<file path="src/rtl/bmc_pkg.sv">
package bmc_pkg;

    localparam int STATE_W = 3;
    localparam int OUT_W   = 8;

    typedef enum logic [STATE_W-1:0] {
        ST_IDLE  = 3'd0,
        ST_REQ   = 3'd1,
        ST_PREP  = 3'd2,
        ST_T1    = 3'd3,
        ST_T2    = 3'd4,
        ST_T3    = 3'd5,
        ST_T4    = 3'd6
    } bmc_state_e;

    typedef struct packed {
        bmc_state_e st;
        logic       dbl;
        logic       rdy;
        logic       done;
        logic       breq;
        logic       aen;
        logic       cy2;
        logic       wrden;
        logic       rd;
        logic       wr;
        logic       pre;
        logic       eot;
    } bmc_regs_t;

endpackage

</file>
<file path="src/rtl/bmc_phase.sv">
module bmc_phase (
    input  logic clk,
    input  logic rst,
    output logic rise_step
);
    logic ph_d, ph_q;

    always_comb begin
        ph_d = ~ph_q;
    end

    always_ff @(posedge clk) begin
        if (rst) ph_q <= 1'b0;
        else     ph_q <= ph_d;
    end

    assign rise_step = ~ph_q;
endmodule

</file>
<file path="src/rtl/bmc_seq.sv">
module bmc_seq
    import bmc_pkg::*;
(
    input  logic      clk,
    input  logic      rst,
    input  logic      rise_step,
    input  logic      start_n,
    input  logic      dbl_sel,
    input  logic      grant,
    input  logic      ready_n,
    output bmc_regs_t regs
);
    bmc_regs_t r_d, r_q;

    always_comb begin
        r_d = r_q;
        if (rise_step) begin
            r_d.eot = 1'b0;
            unique case (r_q.st)
                ST_IDLE: if (!start_n) begin
                    r_d.st   = ST_REQ;
                    r_d.breq = 1'b1;
                end
                ST_REQ: if (grant) begin
                    r_d.st  = ST_PREP;
                    r_d.pre = 1'b1;
                end
                ST_PREP: begin
                    r_d.st   = ST_T1;
                    r_d.aen  = 1'b1;
                    r_d.pre  = 1'b0;
                    r_d.dbl  = dbl_sel;
                    r_d.cy2  = 1'b0;
                    r_d.done = 1'b0;
                end
                ST_T1: begin
                    r_d.st    = ST_T2;
                    r_d.wrden = 1'b1;
                    r_d.rd    = 1'b1;
                end
                ST_T2: r_d.st = ST_T3;
                ST_T3: r_d.st = ST_T4;
                ST_T4: if (r_q.done) begin
                    if (r_q.dbl && !r_q.cy2) begin
                        r_d.st    = ST_T1;
                        r_d.cy2   = 1'b1;
                        r_d.wrden = 1'b0;
                        r_d.done  = 1'b0;
                    end else begin
                        r_d = '0;
                    end
                end
                default: r_d = '0;
            endcase
        end else begin
            unique case (r_q.st)
                ST_T2: r_d.wr = 1'b1;
                ST_T3: r_d.rdy = !ready_n;
                ST_T4: if (!r_q.done) begin
                    if (r_q.rdy) begin
                        r_d.rd   = 1'b0;
                        r_d.wr   = 1'b0;
                        r_d.done = 1'b1;
                        r_d.rdy  = 1'b0;
                        r_d.eot  = !r_q.dbl || r_q.cy2;
                    end else begin
                        r_d.rdy = !ready_n;
                    end
                end
                default: ;
            endcase
        end
    end

    always_ff @(posedge clk) begin
        if (rst) r_q <= '0;
        else     r_q <= r_d;
    end

    assign regs = r_q;
endmodule

</file>
<file path="src/rtl/bmc_seq_top.sv">
module bmc_seq_top
    import bmc_pkg::*;
(
    input  logic clk,
    input  logic rst,
    input  logic start_n,
    input  logic dbl_sel,
    input  logic grant,
    input  logic ready_n,
    output logic bus_req,
    output logic addr_en,
    output logic second_cyc,
    output logic wrden_gate,
    output logic rd_gate,
    output logic wr_gate,
    output logic pre_cyc,
    output logic end_xfer
);
    logic      rise_step;
    bmc_regs_t regs;

    bmc_phase phase_i (
        .clk       (clk),
        .rst       (rst),
        .rise_step (rise_step)
    );

    bmc_seq seq_i (
        .clk       (clk),
        .rst       (rst),
        .rise_step (rise_step),
        .start_n   (start_n),
        .dbl_sel   (dbl_sel),
        .grant     (grant),
        .ready_n   (ready_n),
        .regs      (regs)
    );

    assign bus_req    = regs.breq;
    assign addr_en    = regs.aen;
    assign second_cyc = regs.cy2;
    assign wrden_gate = regs.wrden;
    assign rd_gate    = regs.rd;
    assign wr_gate    = regs.wr;
    assign pre_cyc    = regs.pre;
    assign end_xfer   = regs.eot;
endmodule

</file>
<file path="config.mk">
export PLATFORM = sky130hd
export DESIGN_NAME = bmc_seq_top
export DESIGN_NICKNAME = d
export VERILOG_FILES = /design/src/rtl/bmc_pkg.sv /design/src/rtl/bmc_phase.sv /design/src/rtl/bmc_seq.sv /design/src/rtl/bmc_seq_top.sv
export SDC_FILE = /design/constraint.sdc
export NUM_CORES = 1
export LEC_CHECK = 0
export BUFFER_PORTS_ARGS = -buffer_cell sky130_fd_sc_hd__buf_2
export CORE_MARGIN = 4
export CORE_UTILIZATION = 50
export DETAILED_ROUTE_END_ITERATION = 10
export PLACE_DENSITY = 0.73
export SLEW_MARGIN = 20
export SYNTH_ARGS = -nofsm -noshare
export SYNTH_HDL_FRONTEND = slang
export SYNTH_SLANG_ARGS = --single-unit
</file>
<file path="constraint.sdc">
create_clock -name clk -period 1.5 [get_ports clk]
set_input_delay 0.45 -clock clk [delete_from_list [all_inputs] [get_ports clk]]
set_output_delay 0.45 -clock clk [all_outputs]
set_load 0.02 [all_outputs]
</file>
======== After elaboration in Yosys (flattened, before gate mapping) ========
Cells that the tools add are included.
storage, ports and cells
  output and inout port bits .............. 8
  input port bits ......................... 6
  bits in registers ....................... 15
cells by class
  equality and inequality tests ........... 22
  mux-type cells .......................... 34
  bitwise operators ....................... 5
  reductions and logical operators ........ 22
operator list
  cell                                                   number
  one-hot mux 3 bit (7 select lines)                     1
  2-to-1 mux 2 bit                                       8
  AND reduction 5 bit                                    3
  OR reduction 5 bit                                     3
  2-to-1 mux 14 bit                                      1
  inequality test 2 x 1 -> 1 bit, second input constant  6
  one-hot mux 2 bit (3 select lines)                     2
  AND reduction 6 bit                                    2
  2-to-1 mux 1 bit                                       11
  one-hot mux 1 bit (2 select lines)                     5
  equality test 3 bit, second input constant             3
  inequality test 3 x 1 -> 1 bit, second input constant  3
  one-hot mux 1 bit (3 select lines)                     3
  AND reduction 3 bit                                    3
  inequality test 2 bit, second input constant           4
  AND reduction 4 bit                                    2
  equality test 3 x 2 -> 1 bit, second input constant    2
  2-to-1 mux 3 bit                                       2
  inequality test 3 bit, second input constant           2
  OR reduction 6 bit                                     1
  inverter 1 bit                                         5
  2-to-1 mux 4 bit                                       1
  OR reduction 4 bit                                     1
  equality test 3 x 1 -> 1 bit, second input constant    1
  other kinds (6)                                        8

======== Longest topological paths before layout ========
  depth in word-level cells ............... 6
  depth in mapped cells ................... 5
  depth with buffers taken out ............ 4

======== Cells and area by module ========
Synthesis repeated with hierarchy kept, for this count alone.
second synthesis, totals
  cell total of the unflattened synthesis .. 111
  area, all modules ....................... 910.9 µm²
by module, submodules not included
  module     times used  cells an instance  sequential area each (µm²)  area each (µm²)
  bmc_seq    1           108                280.3                       883.3
  bmc_phase  1           3                  20.0                        27.5

======== Least setup slack after synthesis ========
OpenSTA, ideal clock, no wires.
  kind .................................... input port to flip-flop
  start point ............................. in start_n
  end point ............................... reg seq_i.r_q (netlist bit seq_i.regs[11])
  cell stages on the path ................. 4
  setup slack ............................. 0.165 ns
  arrival ................................. 1.207 ns
  required time ........................... 1.372 ns
  path through ............................ or2_2 a211oi_1 mux2i_1 nor2_1
on the way
  longest elaborated chain between the ends .. 2
ends and longest elaborated chain
  element                                 line              text
  from (decl)                             bmc_seq_top.sv:6  input logic start_n,
  inequality test 2 bit (no source line)  n/a
  AND reduction 4 bit (no source line)    n/a
  to (signal assigned)                    bmc_seq.sv:77     else r_q <= r_d;
  to (decl)                               bmc_seq.sv:13     bmc_regs_t r_d, r_q;
No other way between the ends.
A chain may end at the register's enable or synchronous reset.

======== Worst setup path in the final report ========
  start point ............................. reg seq_i.r_q (netlist bit seq_i.regs[13])
  end point ............................... reg seq_i.r_q (netlist bit seq_i.regs[2])
on the way
  longest elaborated chain between the ends .. 4
ends and longest elaborated chain
  element                                                                                                       line           text
  equality test 3 x 1 -> 1 bit, or another cell as far along                                                    bmc_seq.sv:19  unique case (r_q.st)
  OR reduction 6 bit (no source line)                                                                           n/a
  inequality test 2 x 1 -> 1 bit (no source line) / one-hot mux 1 bit (2 select lines) (equally long branches)  n/a
  AND reduction 6 bit (no source line) / 2-to-1 mux 2 bit (equally long branches)                               n/a
Several ways; a longest one is shown, not always the timed one.

==> metrics.md <==
| Metric | Value |
|---|---|
| Worst Hold Depth | `2` |
| Most area-hungry cell type in the Yosys netlist | `dfxtp_1` |
| Slew @ Worst Pin | `0.4393 ns` |
| Unrepaired setup endpoints after global routing | `false` |
| Fin. max-slew vios | `0` |
| CORE AREA | `0.001366 mm²` |
| Final period util | `0.9318` |
| H-tree Lvls | `1` |
| Layout net count | `120` |
| Via count | `between 700 and 800` |
| Area of the mapped netlist | `approximately 770 µm²` |
| DRC Markers | `0` |
| Layout cells sized above 1 | `0.2832` |
| Routed WL | `1.747 mm` |
| Register bit total from synthesis | `15` |
| HP Class | `primary input to flop` |
| Maximum clock rate | `~0.7 GHz` |
| Crit. End Element | `flop` |
| Setup_tns | `0 ns` |
| Clk_lat worst skew | `0.30 ns` |
| CP cell instances | `and4bb_2, nand2b_1, nor4b_1, o31a_1` |
| Worst slew margin | `0.7034` |
| Hold Startpoint | `dbl_sel` |
| CP arrival | `about 1.6 ns` |
| Crit path max-delay cell type | `dfxtp_1` |
| Reg clk slew, reported paths | `0.10 ns` |
| Clock skew | `0.009486 ns` |
| Resize count post-CTS | `0` |
| Pwr dens | `between 900 and 1000 mW/mm²` |
| Reg2Reg Launch Point | `seq_i.regs[13]$_SDFFE_PP0P_` |
| Final hold vios | `0` |
| Initial DRC Count | `26` |
| Post-route ant nets | `0` |
| Synthesis warning total | `0` |
| FF-to-FF path depth | `4` |
| Final setup violation count | `0` |
| TritonCTS clock tree | `done` |
| Antenna Cells | `0` |
| IO Pins | `14` |
| Die width | `between 40 and 50 µm` |
| CP Launch Type | `flop` |
| CTS root buf | `clkbuf_4` |
| Final HPWL DP | `between 1 and 1.5 mm` |
| Syn_area_per_cell | `8.323 µm²` |
| Synthesized instance count | `slightly above 90` |
| Hold_buf cts | `0` |
| Top-area cell type share of the netlist area | `0.3922` |
| Avg WL per Cell | `~14 µm` |
| Leakage power total | `a little under 0.4 nW` |
| WS Path Type | `flop to flop` |
| CTS buffer count | `3` |
| Synth cell count leaders | `15 x dfxtp_1, 11 x a21oi_1, 10 x nor2_1, 7 x nand2_1, 5 x nand2b_1` |
| Peak VDD IR | `between 600 and 700 µV` |
| GRT Overall Usage | `0.1980` |
| Hold endpoint | `seq_i.regs[10]$_SDFFE_PP0P_` |
| Crit Path Max Fanout | `8` |
| First-pass GRT wire length | `3.036 mm` |
| RR Endpoint | `seq_i.regs[2]$_SDFFE_PP0P_` |
| Count leader, synth | `dfxtp_1` |
| Tmin final | `approximately 1.4 ns` |
| Syn_nets | `approximately 100` |
| Initial core utilization | `0.5604` |
| CTS max path bufs | `2` |
| Die Y | `around 47 µm` |
| Status | `complete, no violations` |
| Filler cell count | `117` |
| Post-synth EDFFs | `0` |
| Total congestion overflow | `0` |
| IO buf count | `13` |
| Total of max-cap violations | `0` |
| Fin Hold WS | `0.3633 ns` |
| DRT Pass-1 Iters | `4` |
| Top_reg_cell synth | `dfxtp_1` |
| Site Rows | `13` |
| # clock sinks | `15` |
| Largest cells by area after synthesis | `dfxtp_1 39%, a21oi_1 7.2%, nor2_1 4.9%` |
| Area delta synth->final | `20.59%` |
| Vias in the first global route | `701` |
| Largest net degree at the start of global routing | `14` |
| Crit path largest cell delay | `0.48 ns` |
| Die Area | `0.002222 mm²` |
| Async S/R FF share, synth | `0` |
| Synth cell types | `36` |
| Req. time, crit path | `between 1.5 and 2 ns` |
| Routed vias/inst | `around 6.0` |
| Total power | `~0.86 mW` |
| Register area share after synthesis | `0.3922` |
| R2R setup slack | `0.10 ns` |
| RePlAce Congestion | `0.8527` |
| Initial antenna violation count | `0` |
| Setup bufs post-CTS | `0` |
[power breakdown]
part	switching, mW	internal (mW)	leakage, nW
clock network	0.144	0.0994	0.0177
logic	0.0877	0.0807	0.255
registers	0.0281	0.421	0.122
total	0.259	0.601	0.395
[cell type report]
| cell class | count | area, µm² | share of cell area |
|---|---|---|---|
| tap | 15 | 18.77 | 0.02033 |
| clock buffer | 3 | 22.52 | 0.02439 |
| timing repair buffer | 23 | 140.1 | 0.1518 |
| sequential | 15 | 301.5 | 0.3266 |
| inverter | 2 | 7.507 | 0.008130 |
| multi-input combinational | 69 | 427.9 | 0.4634 |
| clock inverter | 1 | 5.005 | 0.005420 |
[layer usage]
metal	vias up	GRT usage	part of all wire
met1	348	0.2477	0.47
met3	10	0.05747	0.056
met4	0	0.1271	0.029
met2	29	0.2954	0.45
li1	378	-	-
met5	-	0	0
[worst max-delay path: cells and delay by family (launching register included)]
family | cells | cell delay (ns)
AO/OA/AOI/OAI | 1 | 0.23
flip-flops | 1 | 0.48
AND/OR/NAND/NOR | 3 | 0.57
[stage by stage]
step,worst slack [ns],cells,util,instance area (µm²)
floorplan,0.1646,92,-,765.7
global placement,0.05829,124,0.6529,892.1
detailed placement,0.04605,124,0.6529,892.1
CTS,0.07037,128,0.6731,919.6
global route,0.003804,128,0.6758,923.4
finish,0.1023,128,0.6758,923.4
[flip-flops by register name, summed over array words and instances (netlist names)]
register / flops
phase_i.ph_q: 1
seq_i.regs: 14
[layout by cell type (no fill, tap or decap), types with 2 or more instances in the layout]
cell type,n
a211oi_1,2
a21oi_1,11
a31oi_1,2
buf_2,13
buf_4,10
clkbuf_4,3
dfxtp_1,14
inv_1,2
mux2i_1,2
nand2_1,7
nand2b_1,5
nor2_1,10
nor2b_1,2
nor3_1,4
o21ai_0,2
[cell families after synthesis]
logic type,count (synthesis),share of synthesized area
and+or+nand+nor,40,0.2893
buffers and inverters,8,0.05229
DFF,15,0.3922
muxes,2,0.02614
AOI/OAI and AO/OA,27,0.2402
[worst max path at each step]
stage | cells after the start | endpoint | start | slack [ns]
after floorplan | 4 | seq_i.regs[11]$_SDFFE_PP0P_ | start_n | 0.16
after CTS | 4 | seq_i.regs[11]$_SDFFE_PP0P_ | seq_i.regs[11]$_SDFFE_PP0P_ | 0.07
after detailed placement | 5 | seq_i.regs[11]$_SDFFE_PP0P_ | start_n | 0.05
after global placement | 5 | seq_i.regs[11]$_SDFFE_PP0P_ | start_n | 0.06
final | 4 | seq_i.regs[2]$_SDFFE_PP0P_ | seq_i.regs[13]$_SDFFE_PP0P_ | 0.10
after global routing | 5 | seq_i.regs[11]$_SDFFE_PP0P_ | seq_i.regs[13]$_SDFFE_PP0P_ | 0.004
No activity file was read; power rests on OpenSTA's default activity.
